$ cat config.mk
export PLATFORM = sky130hd
export DESIGN_NAME = head_load_ctrl
export DESIGN_NICKNAME = d
export VERILOG_FILES = /design/src/rtl/hl_pkg.sv /design/src/rtl/hl_index_watch.sv /design/src/rtl/hl_engage_timer.sv /design/src/rtl/hl_seq.sv /design/src/rtl/head_load_ctrl.sv
export SDC_FILE = /design/constraint.sdc
export NUM_CORES = 1
export LEC_CHECK = 0
export BUFFER_PORTS_ARGS = -buffer_cell sky130_fd_sc_hd__buf_2
export CAP_MARGIN = 20
export CORE_ASPECT_RATIO = 0.7
export CORE_MARGIN = 2
export CORE_UTILIZATION = 55
export CTS_CLUSTER_DIAMETER = 60
export DETAILED_ROUTE_END_ITERATION = 16
export HOLD_SLACK_MARGIN = 0.12
export PLACE_DENSITY = 0.73
export SLEW_MARGIN = 20
export SYNTH_ARGS = -nofsm -noshare
export SYNTH_HDL_FRONTEND = slang
export SYNTH_SLANG_ARGS = --single-unit
$ cat constraint.sdc
create_clock -name clk -period 2.8 [get_ports clk]
set_clock_uncertainty 0.05 [all_clocks]
set_input_delay 0.14 -clock clk [delete_from_list [all_inputs] [get_ports clk]]
set_output_delay 0.14 -clock clk [all_outputs]
set_load 0.02 [all_outputs]
$ cat src/rtl/hl_pkg.sv
package hl_pkg;
  typedef enum logic [1:0] {
    CMD_NONE = 2'd0,
    CMD_POS  = 2'd1,
    CMD_SECT = 2'd2,
    CMD_TRK  = 2'd3
  } cmd_kind_e;

  typedef enum logic [1:0] {
    SQ_IDLE,
    SQ_PEND_STEP,
    SQ_SETTLE,
    SQ_WAIT_ENG
  } seq_state_e;
endpackage

$ cat src/rtl/hl_index_watch.sv
module hl_index_watch #(
  parameter int unsigned IDLE_INDEX = 15
) (
  input  logic clk,
  input  logic rst_n,
  input  logic busy,
  input  logic cmd_valid,
  input  logic index_pulse,
  output logic release_pulse
);
  localparam int unsigned CW = $clog2(IDLE_INDEX + 1);

  logic [CW-1:0] cnt_q, cnt_d;
  logic          cnt_en;

  always_comb begin
    cnt_d         = cnt_q;
    cnt_en        = 1'b0;
    release_pulse = 1'b0;
    if (busy || cmd_valid) begin
      cnt_en = (cnt_q != '0);
      cnt_d  = '0;
    end else if (index_pulse) begin
      cnt_en = 1'b1;
      if (cnt_q == CW'(IDLE_INDEX - 1)) begin
        cnt_d         = '0;
        release_pulse = 1'b1;
      end else begin
        cnt_d = cnt_q + 1'b1;
      end
    end
  end

  always_ff @(posedge clk or negedge rst_n) begin
    if (!rst_n) cnt_q <= '0;
    else if (cnt_en) cnt_q <= cnt_d;
  end
endmodule

$ cat src/rtl/hl_engage_timer.sv
module hl_engage_timer #(
  parameter int unsigned ENGAGE_CYC = 100000
) (
  input  logic clk,
  input  logic rst_n,
  input  logic hld,
  output logic hlt
);
  localparam int unsigned CW = $clog2(ENGAGE_CYC + 1);

  logic [CW-1:0] cnt_q, cnt_d;
  logic          cnt_en;

  always_comb begin
    cnt_d  = cnt_q;
    cnt_en = 1'b0;
    if (!hld) begin
      cnt_en = (cnt_q != '0);
      cnt_d  = '0;
    end else if (cnt_q != CW'(ENGAGE_CYC)) begin
      cnt_en = 1'b1;
      cnt_d  = cnt_q + 1'b1;
    end
  end

  always_ff @(posedge clk or negedge rst_n) begin
    if (!rst_n) cnt_q <= '0;
    else if (cnt_en) cnt_q <= cnt_d;
  end

  assign hlt = hld && (cnt_q == CW'(ENGAGE_CYC));
endmodule

$ cat src/rtl/hl_seq.sv
module hl_seq
  import hl_pkg::*;
#(
  parameter int unsigned SETTLE_CYC = 30000
) (
  input  logic       clk,
  input  logic       rst_n,
  input  logic       cmd_valid,
  input  logic [1:0] cmd_type,
  input  logic       flag_h,
  input  logic       flag_v,
  input  logic       flag_e,
  input  logic       step_done,
  input  logic       release_pulse,
  input  logic       hlt,
  output logic       hld,
  output logic       settle_busy,
  output logic       access_ok
);
  localparam int unsigned CW = $clog2(SETTLE_CYC + 1);

  cmd_kind_e     kind;
  seq_state_e    st_q, st_d;
  logic [CW-1:0] sc_q, sc_d;
  logic          hld_q, hld_d;

  assign kind = cmd_kind_e'(cmd_type);

  always_comb begin
    st_d  = st_q;
    sc_d  = sc_q;
    hld_d = hld_q;
    if (cmd_valid) begin
      if (kind == CMD_POS) begin
        if (flag_h) hld_d = 1'b1;
        else if (!flag_v) hld_d = 1'b0;
        st_d = flag_v ? SQ_PEND_STEP : SQ_IDLE;
      end else begin
        hld_d = 1'b1;
        if (flag_e) begin
          st_d = SQ_SETTLE;
          sc_d = CW'(SETTLE_CYC - 1);
        end else begin
          st_d = SQ_WAIT_ENG;
        end
      end
    end else begin
      if (release_pulse) hld_d = 1'b0;
      unique case (st_q)
        SQ_PEND_STEP: if (step_done) begin
          hld_d = 1'b1;
          st_d  = SQ_SETTLE;
          sc_d  = CW'(SETTLE_CYC - 1);
        end
        SQ_SETTLE: begin
          if (sc_q == '0) st_d = SQ_WAIT_ENG;
          else sc_d = sc_q - 1'b1;
        end
        SQ_WAIT_ENG: if (hld_q && hlt) st_d = SQ_IDLE;
        default: st_d = SQ_IDLE;
      endcase
    end
  end

  always_ff @(posedge clk or negedge rst_n) begin
    if (!rst_n) begin
      st_q  <= SQ_IDLE;
      sc_q  <= '0;
      hld_q <= 1'b0;
    end else begin
      st_q  <= st_d;
      hld_q <= hld_d;
      if (sc_d != sc_q) sc_q <= sc_d;
    end
  end

  assign hld         = hld_q;
  assign settle_busy = (st_q == SQ_SETTLE);
  assign access_ok   = (st_q == SQ_WAIT_ENG) && hld_q && hlt;
endmodule

$ cat src/rtl/head_load_ctrl.sv
module head_load_ctrl
  import hl_pkg::*;
#(
  parameter int unsigned SETTLE_CYC = 30000,
  parameter int unsigned ENGAGE_CYC = 100000,
  parameter int unsigned IDLE_INDEX = 15
) (
  input  logic       clk,
  input  logic       rst_n,
  input  logic       cmd_start,
  input  logic [1:0] cmd_type,
  input  logic       flag_h,
  input  logic       flag_v,
  input  logic       flag_e,
  input  logic       step_done,
  input  logic       busy,
  input  logic       index_pulse,
  output logic       hld,
  output logic       hlt,
  output logic       head_engaged,
  output logic       settle_busy,
  output logic       access_ok
);
  logic [1:0] rst_pipe;
  logic       rst_sync_n;
  logic       cmd_valid;
  logic       release_pulse;

  always_ff @(posedge clk or negedge rst_n) begin
    if (!rst_n) rst_pipe <= 2'b00;
    else rst_pipe <= {rst_pipe[0], 1'b1};
  end
  assign rst_sync_n = rst_pipe[1];

  assign cmd_valid = cmd_start && (cmd_kind_e'(cmd_type) != CMD_NONE);

  hl_index_watch #(.IDLE_INDEX(IDLE_INDEX)) u_idx (
    .clk(clk), .rst_n(rst_sync_n), .busy(busy), .cmd_valid(cmd_valid),
    .index_pulse(index_pulse), .release_pulse(release_pulse)
  );

  hl_engage_timer #(.ENGAGE_CYC(ENGAGE_CYC)) u_eng (
    .clk(clk), .rst_n(rst_sync_n), .hld(hld), .hlt(hlt)
  );

  hl_seq #(.SETTLE_CYC(SETTLE_CYC)) u_seq (
    .clk(clk), .rst_n(rst_sync_n), .cmd_valid(cmd_valid), .cmd_type(cmd_type),
    .flag_h(flag_h), .flag_v(flag_v), .flag_e(flag_e), .step_done(step_done),
    .release_pulse(release_pulse), .hlt(hlt), .hld(hld),
    .settle_busy(settle_busy), .access_ok(access_ok)
  );

  assign head_engaged = hld && hlt;
endmodule

* Yosys cells after proc, flatten, opt, wreduce, memory -nomap -nowiden
Index checks and enable logic that the tools add are counted.
** Storage, ports and cells
- Output and inout bits :: 5
- Register bits after elaboration :: 41
- Bits of input ports :: 11
- Word-level logic and storage cells :: 69
** Operators by class
- Equality and inequality tests :: 13
- Multiplexer cells :: 33
- Add/subtract/negate cells :: 3
- Reductions and logical operators :: 14
** Operators with widths (number)
- 15-bit two-way mux :: 5
- 17-bit two-way mux :: 2
- 15-bit one-hot mux with 2 select lines :: 1
- 17-bit by 1-bit adder with 17-bit output (second input constant) :: 1
- 17-bit equality test (second input constant) :: 1
- 17-bit != test (second input constant) :: 1
- 17-bit nonzero test :: 1
- 1-bit two-way mux :: 16
- 15-bit zero test :: 1
- 15-bit != test :: 1
- 15-bit by 1-bit subtractor with 15-bit output (second input constant) :: 1
- 4-bit two-way mux :: 3
- 2-bit two-way mux :: 5
- 3-bit != test (second input constant) :: 2
- 2-bit one-hot mux with 3 select lines :: 1
- 1-bit logical AND :: 5
- 4-bit by 1-bit adder with 4-bit output (second input constant) :: 1
- 2-bit by 1-bit equality test with 1-bit output (second input constant) :: 2
- 2-bit equality test (second input constant) :: 2
- 4-bit equality test (second input constant) :: 1
- 4-bit != test (second input constant) :: 1
- 2-bit AND reduction :: 2
- 2-bit nonzero test :: 2
- 4-bit nonzero test :: 1
- other kinds (4) :: 4

* Depth between registers and ports, before layout
- Depth in word-level cells :: 8
- Mapped depth :: 8
- Mapped depth without buffers :: 7

* Hierarchy
A second synthesis with hierarchy kept.
** Unflattened totals
- Cells, all modules :: 286
- Area, all modules :: 2563.7 µm²
** By module, submodules not included
- hl_seq :: cells an instance 153, instances 1, area each 1317.5 µm²
- hl_engage_timer :: cells an instance 98, instances 1, area each 908.4 µm²
- hl_index_watch :: cells an instance 30, instances 1, area each 270.3 µm²
- head_load_ctrl :: cells an instance 5, instances 1, area each 67.6 µm²

* Worst setup path before layout
OpenSTA, ideal clock, no wires.
- Path type :: flip-flop to flip-flop
- Start :: reg u_seq.st_q[0]
- End :: reg u_seq.st_q[0]
- Clock period less this slack :: 2016 ps
- Data required time :: 2625 ps
- Library setup time :: 125 ps
- Arrival time :: 1841 ps
- Path buffers :: 1
- Cell stages (with the launch flop) :: 9
- Path slack :: 784 ps
- Cell sequence :: dfrtp_1 -> inv_1 -> ha_1 -> buf_2 -> clkinv_1 -> nor2_1 -> o2bb2ai_2 -> a31oi_4 -> mux2_4
** On the way
- Word-level cells in the longest chain between the ends :: 3
** Ends and longest elaborated chain
- from (decl) :: RTL line hl_seq.sv:23 : seq_state_e st_q, st_d;
- from (signal assigned) :: RTL line hl_seq.sv:71 : st_q <= st_d;
- 2-bit equality test (*)
- via settle_busy :: RTL line head_load_ctrl.sv:21 : output logic settle_busy,
- 3-bit by 1-bit != test with 1-bit output (no source line) or 2-bit one-hot mux with 3 select lines (tied branches)
- 3-bit AND reduction (no source line) or 2-bit two-way mux (tied branches)
The timed path passes the listed nets; every way through them passes the cells marked *.
A chain may end at the register's enable or synchronous reset.

* Worst setup path after layout
- Start :: reg u_seq.st_q[0]
- End :: reg u_seq.st_q[0]
** On the way
- Word-level cells in the longest chain between the ends :: 3
** Ends and longest elaborated chain
- 2-bit equality test or 2-bit by 1-bit equality test with 1-bit output (tied branches) :: RTL line hl_seq.sv:49 : unique case (st_q)
- 3-bit by 1-bit != test with 1-bit output (no source line), or another cell as far along
- 3-bit AND reduction (no source line) or 2-bit two-way mux (tied branches)
Several ways; a longest one is shown, not always the timed one.

==> flow_summary_export.csv <==
group,metric,value,unit
grt,grt_max_degree,40,
critical_path,startpoint_type,"flip-flop",
power_and_ir_drop,ir_drop,0.000575,V
logic_synthesis,synthArstFlopShare,1.00,
detailed_routing,drt_iter0_markers,300,
sta,maxClockFrequency,430,MHz
logic_synthesis,synth_fp_nets,317,
sta,slew_headroom,0.438,
floorplanning,core,4450,um2
cts,clock_latency,0.31,ns
sta,layout_min_cycle_time,2.33,ns
critical_path,cp.arrival,2.48,ns
hold_path,hp-start,"busy",
grt,grt_busiest_layer,"met1",
grt,globalRouteMet2Util,0.322,
logic_synthesis,synth-main-ff-cell,"dfrtp_1",
cts,root_buffer,"clkbuf_8",
logic_synthesis,syn_inst,296,
floorplanning,initial_core_util,0.589,
logic_synthesis,synth_area_per_cell,8.86,um2
sta,tightest_slew,0.844,ns
cts,h-tree-depth,2,
job,max_cap_violations,0,
grt,track_usage,0.253,
final_layout,stdcell_count,374,
logic_synthesis,synth_edf_count,0,
detailed_routing,drt-wirelength-per-cell,16.5,um
detailed_routing,postRouteAntennaNets,0,
final_layout,nets,339,
final_layout,drive_gt1_frac,0.135,
logic_synthesis,netlist_area,2620,um2
placed_design,hpwl,4550,um
run_status,status,"finished clean",
final_layout,area_growth,10.2,%
final_layout,diodes,0,
detailed_routing,routed_wl,6180,um
detailed_routing,drc,0,
floorplanning,die_h,61.8,um
critical_path,rr_worst_depth,7,
floorplanning,ioPinCount,16,
logic_synthesis,ys_warn_count,0,
critical_path,critPathKind,"flip-flop to flip-flop",
logic_synthesis,synth-seq-area-share,0.391,
grt,grt_pass1_vias,2005,
grt,grt-ovfl-total,0,
critical_path,critPathLaunch,"u_seq.st_q[0]",
logic_synthesis,synth.distinct_cells,58,
detailed_routing,first_pass_iters,6,
grt,use_met1,0.395,
grt,met3_usage,0.0727,
floorplanning,rows,20,
cts,cts_made_buffers,5,
power_and_ir_drop,p_leak,0.00126,uW
cts,post_cts_buffers,0,
critical_path,crit_path_end_kind,"flip-flop",
hold_path,hold_class,"primary input to flip-flop",
placed_design,dp.cells,362,
placed_design,portBuffers,15,
critical_path,crit_path_max_fanout,11,
sta,finalMaxSlewViolations,0,
cts,clk_pin_slew,0.08,ns
cts,clkSinkCount,41,
critical_path,worstPathRequired,2.95,ns
sta,rsz0062_at_grt,"false",
detailed_routing,vias,2281,
floorplanning,die_width,86.6,um
critical_path,crit-reg2reg-launch,"u_seq.st_q[0]",
cts,clk_path_buf_depth,2,
grt,antenna_found_initial,0,
grt,grt_pass1_wl,10200,um
sta,finalHoldViolCount,0,
hold_path,whs_path_depth,3,
power_and_ir_drop,powerDensity,908,nW/um2
cts,cts_tree,"built",
placed_design,gp_congestion,0.999,
floorplanning,dieArea,5350,um2
sta,tns,0,ns
logic_synthesis,ys_seq_elements,41,
sta,finalSetupViolCount,0,
sta,period_share,0.831,
detailed_routing,viasPerCell,6.10,
==> layout by cell type (no fill, tap or decap), drive strengths merged, types with 2 or more instances in the layout <==
cell         count
o21ai           24
a211oi           2
nand4            9
ha              10
nor2            38
o211ai           2
or3              6
clkbuf           7
xor2             7
dlygate4sd3      4
buf             16
a22o             2
a31oi            5
xnor2            7
dfrtp           41
and3             8
nor2b            3
nor3            11
a21boi           4
a21oi           10
and2             2
clkinv           2
mux2i            6
o31ai            3
nor4            10
o21bai           2
inv             13
nand2           27
nand3           18
==> registers in the layout (all words and copies together) (netlist names) <==
name,count
rst_pipe,2
u_seq.st_q,2
u_eng.cnt_q,17
u_seq.sc_q,15
u_idx.cnt_q,4
u_seq.hld,1
==> per-layer routing <==
layer | vias to the layer above | share of wire | routed length [um]
met5 | - | 0 | 0
met4 | 0 | 0.016 | 99
met3 | 11 | 0.084 | 519
met2 | 101 | 0.37 | 2300
met1 | 1055 | 0.53 | 3260
li1 | 1114 | - | -
==> where the power goes <==
group | internal (uW) | switching [uW] | total, uW
combinational | 451 | 710 | 1160
sequential | 765 | 256 | 1020
clock | 223 | 217 | 440
total | 1440 | 1180 | 2620
==> area by class of cell <==
| class | instances | area (um2) |
|---|---|---|
| multi-input cells | 236 | 1520 |
| flip-flops and latches | 41 | 1030 |
| repair buffers | 20 | 123 |
| fillers | 383 | 1560 |
| clock inverters | 1 | 5.00 |
| clock buffers | 7 | 96.3 |
| inverters | 14 | 52.6 |
| well taps | 55 | 68.8 |
==> final timing paths <==
kind	to	slack [ns]
setup / recovery	u_seq.st_q[0]	0.47
hold / removal	u_seq.hld	0.12
setup reg to reg	u_seq.st_q[0]	0.47
hold reg to reg	rst_pipe[1]	0.31
max in group asynchronous	u_seq.sc_q[3]	1.84
min in group asynchronous	u_eng.cnt_q[6]	0.32
==> synth_stat cells, types with 2 or more instances <==
cell	instances	area, um2
dfrtp_1	41	1030
nor2_1	38	143
nand2_1	27	101
o21ai_0	22	110
nand3_1	18	90.1
inv_1	13	48.8
a21oi_1	10	50.1
ha_1	10	125
nand4_1	8	50.1
nor3_1	8	40.0
nor4_1	8	50.1
and3_1	7	43.8
xnor2_1	7	61.3
xor2_1	7	61.3
mux2i_1	6	60.1
or3_1	5	31.3
a31oi_1	4	25.0
a21boi_0	3	22.5
buf_2	3	15.0
nor2b_1	3	18.8
nor3_2	3	30.0
o31ai_1	3	22.5
a211oi_1	2	15.0
a22o_1	2	17.5
and2_1	2	12.5
nor4_2	2	25.0
o211ai_1	2	15.0
o21bai_1	2	15.0
==> cell families (layout without fill, tap and decap cells) <==
family          after synthesis  after routing  share of synthesized area
simple gates                142            142                      0.295
compound gates               62             62                      0.159
flops                        41             41                      0.391
buf+inv                      19             42                     0.0305
xor+xnor                     14             14                     0.0467
fa+ha+maj                    10             10                     0.0477
mux                           7              7                     0.0286
other cells                   1              1                    0.00143
==> timing repair <==
item	CTS	global route
hold buffers	4	0
endpoints found under the hold margin	6	0
gates resized for setup	0	0
==> per-stage QoR <==
stage               hold WS [ns]  instance area, um2  setup WS, ns  power (uW)   util
floorplan                 -0.206                2620         0.784        1840      -
global placement          -0.125                2750         0.725        2140  0.617
detailed placement        -0.124                2750         0.593        2140  0.617
CTS                        0.126                2890         0.545        2590  0.649
global route               0.132                2890         0.324        2810  0.649
finish                     0.122                2890         0.472        2620  0.649
==> worst max-delay path, cell delays in order (launching register included) <==
cell,delay (ns)
dfrtp_1,0.42
inv_1,0.07
ha_1,0.40
clkinv_1,0.36
nor2_1,0.37
o2bb2ai_2,0.18
a31oi_4,0.06
mux2_4,0.31
(Power assumes the default switching activity.)
